`src/rtl/mlc_pkg.sv`:
```
package mlc_pkg;

   localparam int ST_BITS = 5;
   localparam int EV_BITS = 5;
   localparam int ACT_N   = 25;

   typedef enum logic [ST_BITS-1:0] {
      ST_NP   = 5'd0,
      ST_I    = 5'd1,
      ST_SH   = 5'd2,
      ST_SHL  = 5'd3,
      ST_EX   = 5'd4,
      ST_EXL  = 5'd5,
      ST_MD   = 5'd6,
      ST_MDL  = 5'd7,
      ST_IS   = 5'd8,
      ST_IM   = 5'd9,
      ST_SM   = 5'd10,
      ST_ISI  = 5'd11,
      ST_MI   = 5'd12,
      ST_SINK = 5'd13,
      ST_SHW  = 5'd14,
      ST_EXW  = 5'd15,
      ST_MDW  = 5'd16,
      ST_MDLW = 5'd17,
      ST_SMW  = 5'd18
   } state_e;

   typedef enum logic [EV_BITS-1:0] {
      EV_LOAD        = 5'd0,
      EV_STORE       = 5'd1,
      EV_WRBACK      = 5'd2,
      EV_IN_DACK     = 5'd3,
      EV_IN_ACK      = 5'd4,
      EV_INV         = 5'd5,
      EV_EVICT_OWN   = 5'd6,
      EV_EVICT_OTHER = 5'd7,
      EV_REPL        = 5'd8,
      EV_FWD_EXCL    = 5'd9,
      EV_FWD_SHR     = 5'd10,
      EV_DATA        = 5'd11,
      EV_DATA_EXCL   = 5'd12,
      EV_DATA_PEER   = 5'd13,
      EV_DATA_LAST   = 5'd14,
      EV_ACK         = 5'd15,
      EV_ACK_LAST    = 5'd16,
      EV_WB_ACK      = 5'd17
   } event_e;

   typedef logic [ACT_N-1:0] act_t;

   localparam int A_GETS    = 0;
   localparam int A_GETX    = 1;
   localparam int A_UPGR    = 2;
   localparam int A_PUTX    = 3;
   localparam int A_DREQ    = 4;
   localparam int A_DOUT    = 5;
   localparam int A_OACK    = 6;
   localparam int A_DIN     = 7;
   localparam int A_XDIN    = 8;
   localparam int A_STALE   = 9;
   localparam int A_INVIN   = 10;
   localparam int A_UNBLK   = 11;
   localparam int A_XUNBLK  = 12;
   localparam int A_TALLOC  = 13;
   localparam int A_TFREE   = 14;
   localparam int A_LALLOC  = 15;
   localparam int A_LFREE   = 16;
   localparam int A_WRLINE  = 17;
   localparam int A_DIRTY   = 18;
   localparam int A_ACKCNT  = 19;
   localparam int A_POPIN   = 20;
   localparam int A_POPREQ  = 21;
   localparam int A_POPRSP  = 22;
   localparam int A_STALL   = 23;
   localparam int A_WAKE    = 24;

endpackage

```
`src/rtl/mlc_next_state.sv`:
```
module mlc_next_state
   import mlc_pkg::*;
(
   input  logic   valid_i,
   input  state_e st_i,
   input  event_e ev_i,
   output state_e nxt_o,
   output logic   legal_o
);

   logic waiting;
   logic busy;

   assign waiting = st_i inside {ST_SHW, ST_EXW, ST_MDW, ST_MDLW, ST_SMW};
   assign busy    = waiting | (st_i inside {ST_IS, ST_IM, ST_SM, ST_ISI, ST_MI, ST_SINK});

   always_comb begin
      nxt_o   = st_i;
      legal_o = 1'b0;
      if (valid_i) begin
         case (ev_i)
            EV_LOAD: begin
               legal_o = 1'b1;
               if (st_i inside {ST_NP, ST_I})        nxt_o = ST_IS;
               else if (st_i inside {ST_SH, ST_SHL}) nxt_o = ST_SH;
               else if (st_i == ST_EXL)              nxt_o = ST_EX;
               else if (st_i == ST_MDL)              nxt_o = ST_MD;
               else if (!busy)                       legal_o = 1'b0;
            end
            EV_STORE: begin
               legal_o = 1'b1;
               if (st_i inside {ST_NP, ST_I})          nxt_o = ST_IM;
               else if (st_i inside {ST_SH, ST_SHL})   nxt_o = ST_SM;
               else if (st_i inside {ST_EXL, ST_MDL})  nxt_o = ST_MD;
               else if (!busy)                         legal_o = 1'b0;
            end
            EV_REPL: begin
               legal_o = 1'b1;
               if (st_i == ST_SHL)                     nxt_o = ST_I;
               else if (st_i inside {ST_EXL, ST_MDL})  nxt_o = ST_MI;
               else if (!(busy || st_i inside {ST_NP, ST_I})) legal_o = 1'b0;
            end
            EV_WRBACK: begin
               legal_o = 1'b1;
               if (st_i inside {ST_EX, ST_MD})         nxt_o = ST_MDL;
               else if (st_i inside {ST_EXW, ST_MDW})  nxt_o = ST_MDLW;
               else                                    legal_o = 1'b0;
            end
            EV_IN_DACK, EV_IN_ACK: begin
               legal_o = waiting;
               case (st_i)
                  ST_SHW:          nxt_o = ST_SHL;
                  ST_EXW:          nxt_o = (ev_i == EV_IN_DACK) ? ST_MDL : ST_EXL;
                  ST_MDW, ST_MDLW: nxt_o = ST_MDL;
                  ST_SMW:          nxt_o = ST_IM;
                  default:         nxt_o = st_i;
               endcase
            end
            EV_INV: begin
               legal_o = 1'b1;
               case (st_i)
                  ST_SHL, ST_EXL, ST_MDL: nxt_o = ST_I;
                  ST_MI:                  nxt_o = ST_SINK;
                  ST_IS, ST_ISI:          nxt_o = ST_ISI;
                  ST_IM, ST_SM:           nxt_o = ST_IM;
                  ST_NP, ST_I, ST_SINK:   nxt_o = st_i;
                  default:                legal_o = waiting;
               endcase
            end
            EV_EVICT_OWN, EV_EVICT_OTHER: begin
               legal_o = 1'b1;
               case (st_i)
                  ST_SH:   nxt_o = ST_SHW;
                  ST_EX:   nxt_o = ST_EXW;
                  ST_MD:   nxt_o = ST_MDW;
                  default: legal_o = waiting;
               endcase
            end
            EV_FWD_EXCL, EV_FWD_SHR: begin
               legal_o = 1'b1;
               if (st_i inside {ST_EXL, ST_MDL})
                  nxt_o = (ev_i == EV_FWD_EXCL) ? ST_I : ST_SHL;
               else if (st_i == ST_MI) nxt_o = ST_SINK;
               else                    legal_o = waiting;
            end
            EV_DATA: begin
               legal_o = (st_i == ST_IM);
               if (legal_o) nxt_o = ST_SM;
            end
            EV_DATA_EXCL: begin
               legal_o = st_i inside {ST_IS, ST_ISI};
               if (legal_o) nxt_o = ST_EX;
            end
            EV_DATA_PEER, EV_DATA_LAST: begin
               legal_o = 1'b1;
               if (st_i == ST_IS)                           nxt_o = ST_SH;
               else if (st_i == ST_ISI)                     nxt_o = ST_I;
               else if (st_i == ST_IM && ev_i == EV_DATA_LAST) nxt_o = ST_MD;
               else                                         legal_o = 1'b0;
            end
            EV_ACK:      legal_o = st_i inside {ST_IM, ST_SM};
            EV_ACK_LAST: begin
               legal_o = (st_i == ST_SM);
               if (legal_o) nxt_o = ST_MD;
            end
            EV_WB_ACK: begin
               legal_o = st_i inside {ST_MI, ST_SINK};
               if (legal_o) nxt_o = ST_I;
            end
            default: legal_o = 1'b0;
         endcase
      end
   end

endmodule

```
`src/rtl/mlc_action_gen.sv`:
```
module mlc_action_gen
   import mlc_pkg::*;
(
   input  logic   valid_i,
   input  state_e st_i,
   input  event_e ev_i,
   output act_t   act_o
);

   logic waiting;
   logic busy;
   logic idle;

   assign waiting = st_i inside {ST_SHW, ST_EXW, ST_MDW, ST_MDLW, ST_SMW};
   assign busy    = waiting | (st_i inside {ST_IS, ST_IM, ST_SM, ST_ISI, ST_MI, ST_SINK});
   assign idle    = st_i inside {ST_NP, ST_I};

   always_comb begin
      act_o = '0;
      if (valid_i) begin
         case (ev_i)
            EV_LOAD, EV_STORE: begin
               if (idle) begin
                  act_o[(ev_i == EV_LOAD) ? A_GETS : A_GETX] = 1'b1;
                  act_o[A_LALLOC] = 1'b1;
                  act_o[A_TALLOC] = 1'b1;
                  act_o[A_POPIN]  = 1'b1;
               end else if (st_i inside {ST_SH, ST_SHL}) begin
                  act_o[A_POPIN] = 1'b1;
                  if (ev_i == EV_LOAD) act_o[A_DIN] = 1'b1;
                  else begin
                     act_o[A_UPGR]   = 1'b1;
                     act_o[A_TALLOC] = 1'b1;
                  end
               end else if (st_i inside {ST_EXL, ST_MDL}) begin
                  act_o[A_XDIN]  = 1'b1;
                  act_o[A_POPIN] = 1'b1;
                  act_o[A_DIRTY] = (ev_i == EV_STORE);
               end else if (busy) begin
                  act_o[A_STALL] = 1'b1;
               end
            end
            EV_REPL: begin
               if (idle || st_i == ST_SHL) act_o[A_LFREE] = 1'b1;
               else if (st_i inside {ST_EXL, ST_MDL}) begin
                  act_o[A_TALLOC] = 1'b1;
                  act_o[A_PUTX]   = 1'b1;
                  act_o[A_LFREE]  = 1'b1;
               end else if (busy) act_o[A_STALL] = 1'b1;
            end
            EV_WRBACK: begin
               if (st_i inside {ST_EX, ST_MD, ST_EXW, ST_MDW}) begin
                  act_o[A_WRLINE] = 1'b1;
                  act_o[A_POPIN]  = 1'b1;
               end
            end
            EV_IN_DACK, EV_IN_ACK: begin
               if (waiting) begin
                  act_o[A_WRLINE] = (ev_i == EV_IN_DACK);
                  act_o[A_POPIN]  = 1'b1;
                  act_o[A_WAKE]   = 1'b1;
               end
            end
            EV_INV: begin
               case (st_i)
                  ST_NP, ST_I, ST_SINK, ST_IS, ST_ISI, ST_IM, ST_SM: begin
                     act_o[A_OACK]   = 1'b1;
                     act_o[A_POPREQ] = 1'b1;
                  end
                  ST_SHL, ST_EXL: begin
                     act_o[A_OACK]   = 1'b1;
                     act_o[A_LFREE]  = 1'b1;
                     act_o[A_POPREQ] = 1'b1;
                  end
                  ST_MDL, ST_MI: begin
                     act_o[A_DOUT]   = 1'b1;
                     act_o[A_LFREE]  = (st_i == ST_MDL);
                     act_o[A_POPREQ] = 1'b1;
                  end
                  default: act_o[A_STALL] = waiting;
               endcase
            end
            EV_EVICT_OWN, EV_EVICT_OTHER: begin
               if (st_i inside {ST_SH, ST_EX, ST_MD}) act_o[A_INVIN] = 1'b1;
               else act_o[A_STALL] = waiting;
            end
            EV_FWD_EXCL, EV_FWD_SHR: begin
               if (st_i inside {ST_EXL, ST_MDL, ST_MI}) begin
                  act_o[A_DREQ]   = 1'b1;
                  act_o[A_POPREQ] = 1'b1;
                  act_o[A_DOUT]   = (ev_i == EV_FWD_SHR);
                  act_o[A_LFREE]  = (ev_i == EV_FWD_EXCL) && (st_i != ST_MI);
               end else act_o[A_STALL] = waiting;
            end
            EV_DATA: begin
               if (st_i == ST_IM) begin
                  act_o[A_WRLINE] = 1'b1;
                  act_o[A_ACKCNT] = 1'b1;
                  act_o[A_POPRSP] = 1'b1;
               end
            end
            EV_ACK: begin
               if (st_i inside {ST_IM, ST_SM}) begin
                  act_o[A_ACKCNT] = 1'b1;
                  act_o[A_POPRSP] = 1'b1;
               end
            end
            EV_DATA_EXCL, EV_DATA_PEER, EV_DATA_LAST, EV_ACK_LAST: begin
               if ((ev_i == EV_DATA_EXCL && st_i inside {ST_IS, ST_ISI}) ||
                   (ev_i == EV_DATA_LAST && st_i == ST_IM) ||
                   (ev_i == EV_ACK_LAST && st_i == ST_SM)) begin
                  act_o[A_WRLINE] = (ev_i != EV_ACK_LAST);
                  act_o[A_XDIN]   = 1'b1;
                  act_o[A_XUNBLK] = 1'b1;
                  act_o[A_TFREE]  = 1'b1;
                  act_o[A_POPRSP] = 1'b1;
                  act_o[A_WAKE]   = 1'b1;
               end else if (ev_i != EV_DATA_EXCL && ev_i != EV_ACK_LAST &&
                            st_i inside {ST_IS, ST_ISI}) begin
                  act_o[A_WRLINE] = 1'b1;
                  act_o[A_UNBLK]  = (ev_i == EV_DATA_PEER);
                  act_o[A_DIN]    = (st_i == ST_IS);
                  act_o[A_STALE]  = (st_i == ST_ISI);
                  act_o[A_TFREE]  = 1'b1;
                  act_o[A_POPRSP] = 1'b1;
                  act_o[A_WAKE]   = 1'b1;
               end
            end
            EV_WB_ACK: begin
               if (st_i inside {ST_MI, ST_SINK}) begin
                  act_o[A_TFREE]  = 1'b1;
                  act_o[A_POPRSP] = 1'b1;
                  act_o[A_WAKE]   = 1'b1;
               end
            end
            default: act_o = '0;
         endcase
      end
   end

endmodule

```
`src/rtl/mlc_err_flag.sv`:
```
module mlc_err_flag #(
   parameter bit STICKY = 1'b1
) (
   input  logic clk,
   input  logic rst_n,
   input  logic bad_i,
   output logic err_o
);

   generate
      if (STICKY) begin : g_sticky
         always_ff @(posedge clk) begin
            if (!rst_n)     err_o <= 1'b0;
            else if (bad_i) err_o <= 1'b1;
         end


         err_hold_chk: assert property (@(posedge clk) disable iff (!rst_n)
            err_o |=> err_o)
            else $error("error flag dropped without reset");
      end else begin : g_pulse
         always_ff @(posedge clk) begin
            if (!rst_n) err_o <= 1'b0;
            else        err_o <= bad_i;
         end
      end
   endgenerate


   err_set_chk: assert property (@(posedge clk) disable iff (!rst_n)
      bad_i |=> err_o)
      else $error("illegal event did not raise the error flag");

endmodule

```
`src/rtl/mlc_line_ctrl.sv`:
```
module mlc_line_ctrl
   import mlc_pkg::*;
#(
   parameter int ST_W       = 5,
   parameter int EV_W       = 5,
   parameter bit ERR_STICKY = 1'b1
) (
   input  logic              clk,
   input  logic              rst_n,
   input  logic              ev_valid_i,
   input  logic [EV_W-1:0]   ev_code_i,
   input  logic [ST_W-1:0]   cur_state_i,
   output logic [ST_W-1:0]   nxt_state_o,
   output logic [ACT_N-1:0]  act_o,
   output logic              proto_err_o
);

   localparam logic [ST_BITS-1:0] ST_UNUSED = '1;
   localparam logic [EV_BITS-1:0] EV_UNUSED = '1;

   logic               st_hi;
   logic               ev_hi;
   logic [ST_BITS-1:0] st_raw;
   logic [EV_BITS-1:0] ev_raw;
   state_e             st;
   event_e             ev;
   state_e             nxt_st;
   logic               legal;
   act_t               acts;
   logic               take;

   generate
      if (ST_W < ST_BITS) begin : g_st_bad
         $error("ST_W is too narrow for the state encoding");
      end else if (ST_W > ST_BITS) begin : g_st_wide
         assign st_hi       = |cur_state_i[ST_W-1:ST_BITS];
         assign nxt_state_o = take ? {{(ST_W-ST_BITS){1'b0}}, nxt_st} : cur_state_i;
      end else begin : g_st_exact
         assign st_hi       = 1'b0;
         assign nxt_state_o = take ? nxt_st : cur_state_i;
      end

      if (EV_W < EV_BITS) begin : g_ev_bad
         $error("EV_W is too narrow for the event encoding");
      end else if (EV_W > EV_BITS) begin : g_ev_wide
         assign ev_hi = |ev_code_i[EV_W-1:EV_BITS];
      end else begin : g_ev_exact
         assign ev_hi = 1'b0;
      end
   endgenerate

   assign st_raw = st_hi ? ST_UNUSED : cur_state_i[ST_BITS-1:0];
   assign ev_raw = ev_hi ? EV_UNUSED : ev_code_i[EV_BITS-1:0];
   assign st     = state_e'(st_raw);
   assign ev     = event_e'(ev_raw);
   assign take   = ev_valid_i & legal;

   mlc_next_state u_next (
      .valid_i (ev_valid_i),
      .st_i    (st),
      .ev_i    (ev),
      .nxt_o   (nxt_st),
      .legal_o (legal)
   );

   mlc_action_gen u_act (
      .valid_i (ev_valid_i),
      .st_i    (st),
      .ev_i    (ev),
      .act_o   (acts)
   );

   mlc_err_flag #(.STICKY(ERR_STICKY)) u_err (
      .clk   (clk),
      .rst_n (rst_n),
      .bad_i (ev_valid_i & ~legal),
      .err_o (proto_err_o)
   );

   assign act_o = acts;


   idle_quiet_chk: assert property (@(posedge clk) disable iff (!rst_n)
      !ev_valid_i |-> (act_o == '0))
      else $error("strobes raised with no event");


   illegal_quiet_chk: assert property (@(posedge clk) disable iff (!rst_n)
      (ev_valid_i && !legal) |-> (acts == '0))
      else $error("strobes raised for an undefined event");


   legal_acts_chk: assert property (@(posedge clk) disable iff (!rst_n)
      (ev_valid_i && legal) |-> (acts != '0))
      else $error("defined transition raised no action");


   stall_hold_chk: assert property (@(posedge clk) disable iff (!rst_n)
      acts[A_STALL] |-> (nxt_st == st) && $countones(acts) == 1)
      else $error("stall changed state or came with other actions");


   single_queue_chk: assert property (@(posedge clk) disable iff (!rst_n)
      $onehot0({acts[A_POPIN], acts[A_POPREQ], acts[A_POPRSP], acts[A_STALL]}))
      else $error("more than one queue action");


   buf_alloc_chk: assert property (@(posedge clk) disable iff (!rst_n)
      acts[A_TALLOC] |-> (nxt_st inside {ST_IS, ST_IM, ST_SM, ST_MI}))
      else $error("buffer allocated without entering a transient state");


   xunblock_chk: assert property (@(posedge clk) disable iff (!rst_n)
      acts[A_XUNBLK] |-> (nxt_st inside {ST_EX, ST_MD}))
      else $error("exclusive unblock outside an exclusive fill");

endmodule

```
`config.mk`:
```
export PLATFORM = sky130hd
export DESIGN_NAME = mlc_line_ctrl
export DESIGN_NICKNAME = d
export VERILOG_FILES = /design/src/rtl/mlc_pkg.sv /design/src/rtl/mlc_next_state.sv /design/src/rtl/mlc_action_gen.sv /design/src/rtl/mlc_err_flag.sv /design/src/rtl/mlc_line_ctrl.sv
export SDC_FILE = /design/constraint.sdc
export NUM_CORES = 1
export LEC_CHECK = 0
export BUFFER_PORTS_ARGS = -buffer_cell sky130_fd_sc_hd__buf_2
export CAP_MARGIN = 20
export CORE_MARGIN = 3
export CORE_UTILIZATION = 50
export CTS_BUF_LIST = sky130_fd_sc_hd__clkbuf_4
export CTS_CLUSTER_SIZE = 12
export DETAILED_ROUTE_END_ITERATION = 8
export GPL_TIMING_DRIVEN = 0
export PLACE_DENSITY = 0.73
export SLEW_MARGIN = 40
export SYNTH_ARGS = -nofsm -noshare
export SYNTH_HDL_FRONTEND = slang
export SYNTH_HIERARCHICAL = 1
export SYNTH_SLANG_ARGS = --single-unit
```
`constraint.sdc`:
```
create_clock -name clk -period 2.6 [get_ports clk]
set_clock_uncertainty 0.1 [all_clocks]
set_input_delay 0.13 -clock clk [delete_from_list [all_inputs] [get_ports clk]]
set_output_delay 0.13 -clock clk [all_outputs]
set_load 0.05 [all_outputs]
```
==> results by stage <==
Timing:
- The number of hold violations in the final report is 0.
- Derived from the worst setup path, the maximum achievable clock frequency is 382.6 MHz.
- The worst pin sits at a relative slew slack of 65.75%.
- The minimum setup slack in the final design is -13.98 ps.
- The final-layout setup total negative slack is -13.98 ps.
- The number of endpoints failing setup at the final stage is 1.
- The final cycle utilization of the critical path is 100.5%.
- The final number of max-transition violations is 0.
- The post-layout minimum cycle time is 2614 ps.
- At the pin with the least slew margin, the transition time is 511.9 ps.

Layout:
- The number of antenna diodes in the final layout is 0.
- The most frequent standard cell in the layout excluding fill and tap cells is sky130_fd_sc_hd__buf_2.
- The non-filler instance count after layout is 485.
- The number of flip-flops in the largest register was 1.
- In the layout the commonest cells are sky130_fd_sc_hd__buf_2 (47), sky130_fd_sc_hd__nor2_1 (34), sky130_fd_sc_hd__a21oi_1 (26), sky130_fd_sc_hd__nand2_1 (25).
- The filler cells instantiated in the layout total 399.
- The net count of the finished layout is 448.
- Of the cells placed in the final design, the portion with a size suffix greater than 1 is 34.18%.
- The largest registers in the layout are u_err/err_o: 1 flops.
- The layout overhead on the synthesized area is 26.75%.
- The post-route core utilization is 68.31%.
- The register with the most flip-flops in the final layout is u_err/err_o.

Hold path:
- The startpoint identified for the worst hold timing path is rst_n.
- Along the worst hold path, the cell count comes to 2.
- For hold timing, the worst endpoint is u_err/err_o.
- The worst hold path class is in -> reg.

Global route:
- The maximum number of pins on one net before global-route repair is 15.
- Global routing finished with a remaining overflow of 0.
- The number of global-route vias before repair is 2,913.
- The global-route total usage across every layer is 33.67%.
- The wire length of the first global-routing pass is 15.17 mm.
- The number of antenna violations at the first check in global routing is 0.

Clock network:
- The clock latency of the later-clocked register in the worst-skew pair is 0 ps.
- After clock tree synthesis, the flow added hold-fix buffers numbering 0.
- After clock tree synthesis, the clock-pin slew on the worst setup and hold paths is 0 ps.

Run status:
- The final reports fail on negative setup slack.
- The flow ran to the end, but the final reports show violations.

Critical path:
- Across all register-to-register paths, the minimum setup slack is 1930 ps.
- The worst setup path is of the in -> out kind.
- The worst register-to-register path has a depth of 1.
- In this run the worst setup path begins at cur_state_i[2].
- The beginning of the worst register-to-register path is u_err/err_o.
- Of all nets on the critical path, the largest fanout is 12.
- The critical path launch point type is an input port.
- The kind of end point of the critical path is an output port.
- At the worst endpoint, the required time is 2370 ps.
- The data arrival time of the critical path is 2380 ps.
- In this run the critical register-to-register path is captured at u_err/err_o.

Power:
- The worst-case IR drop observed on VDD is 0.0001376 V.
- Dividing total power by cell area gives a power density of 155.0 nW/um^2.
- The final total power is 476.9 uW.
- The analysis attributes to cell leakage a power of 0.001197 uW.

Placed design:
- Prior to clock tree synthesis, the placed netlist has a worst setup slack of -327.5 ps.
- The number of port buffers is 43.
- The final RePlAce weighted congestion is 1.052.
- The cell total after placement is 472.
- The detailed placer's ending HPWL is 7.207 mm.

Floorplanning:
- The area of the die is 5727 sq um.
- The starting utilization of the core area is 53.89%.
- The standard cell core area is 4504 sq um.
- The count of boundary I/O pins is 44.
- The vertical die dimension is 75.68 um.
- The number of rows created at floorplan is 24.
- In this run the horizontal extent of the chip is 75.68 um.

Route:
- Wires add up to 9.945 mm.
- The DRC violation total after the first TritonRoute iteration is 662.
- The remaining design rule violation count is 0.
- The via count normalized by instance count is 7.270.
- The overall via count from detail_route is 3,526.
- The first TritonRoute pass finished after 8 iterations.
- The count of nets left with antenna violations once routing finished came out at 0.
- Dividing the detail-routed wire length by the instance count gives 20.51 um.

Yosys:
- Synthesis produced a netlist with a net count of 390.
- The most used flip-flop cell after synthesis is sky130_fd_sc_hd__dfxtp_1.
- The share of flip-flops with an asynchronous set or reset is 0%.
- The count of distinct cell types in the synthesized netlist is 80.
- The sequential area share after synthesis is 0.8247%.
- The count of state elements after synthesis is 1.
- The synthesized netlist cell count is 377.
- During synthesis, Yosys emitted a total of 6 warnings.
- The number of enable-type register cells in the synthesized netlist is 0.
- The mapped netlist covers 2427 sq um.
- The mean post-synth cell area is 6.439 sq um.

Flow run:
- The max-cap violation count is 0.
## report_power, final
group	switching (uW)	internal, uW	total (uW)	leakage, uW
logic	290	170	460	0.00119
clock network	0	0	0	0
registers	0.498	16.9	17.4	0.00000839
total	290	187	477	0.00120
## what timing repair did
item                                    CTS  global route
buffers inserted                          3            10
gates cloned                              0             0
endpoints found under the setup margin    6             5
resized for setup                        26            57
pin swaps                                 4            13
## stage by stage
stage                     hold slack [ps]  cell area [sq um]
after floorplan                     147.5               2434
after global placement              231.7               2714
after detailed placement            237.5               2714
after CTS                           237.5               2816
after global routing                255.3               3077
final                               235.4               3077
## critical path, stage by stage
cell and delay [ps]:
sky130_fd_sc_hd__clkbuf_4 180, sky130_fd_sc_hd__buf_6 170, sky130_fd_sc_hd__clkbuf_4 190, sky130_fd_sc_hd__o32a_1 420, sky130_fd_sc_hd__a22oi_1 190, sky130_fd_sc_hd__o21ai_1 130
sky130_fd_sc_hd__a41oi_2 280, sky130_fd_sc_hd__nand2_2 190, sky130_fd_sc_hd__mux2_4 350, sky130_fd_sc_hd__buf_8 150
## cells by family (layout without fill, tap and decap cells)
group,after synthesis,count (layout),share of synthesized area [%]
AOI/OAI and AO/OA,132,132,37.68
xor gates and xnor gates,7,7,2.526
adders and majority gates,1,1,0.4124
muxes,8,8,3.557
DFF,1,1,0.8248
and+or+nand+nor,184,184,45.00
buffers and inverters,44,100,10.00
## layout make-up
cell class	instances	area [sq um]	area share (%)
Tap cell	52	65.06	2.115
Multi-Input combinational cell	332	2331	75.76
Buffer	35	255.2	8.296
Sequential cell	1	20.02	0.6507
Timing Repair Buffer	56	370.4	12.04
Inverter	9	35.03	1.139
## metal layers
metal  wire [um]  global-route usage [%]
met1        4189                   52.86
met2        4094                   47.65
met3        1363                   5.937
met4         297                   5.631
met5           0                       0
## worst max path at each step
stage / to / slack, ps / cells past startpoint
floorplan: act_o[1] / 20 / 4
global placement: nxt_state_o[0] / -360 / 11
detailed placement: nxt_state_o[0] / -330 / 11
CTS: nxt_state_o[0] / 4 / 11
global route: nxt_state_o[0] / -110 / 10
finish: nxt_state_o[0] / -10 / 10
## cells in the mapped netlist (all sizes together) (7+ instances only)
master / count / area, sq um
a31oi: 7 / 43.79
nor4: 10 / 68.81
a21oi: 28 / 140.1
o22ai: 10 / 62.56
o21ai: 27 / 135.1
nor2b: 10 / 62.56
nand3: 11 / 60.06
nor2: 37 / 138.9
nand2: 26 / 100.1
inv: 8 / 30.03
buf: 33 / 201.4
nor3b: 12 / 126.4
nor3: 24 / 135.1
nand2b: 13 / 83.83
No activity file was read; power rests on OpenSTA's default activity.
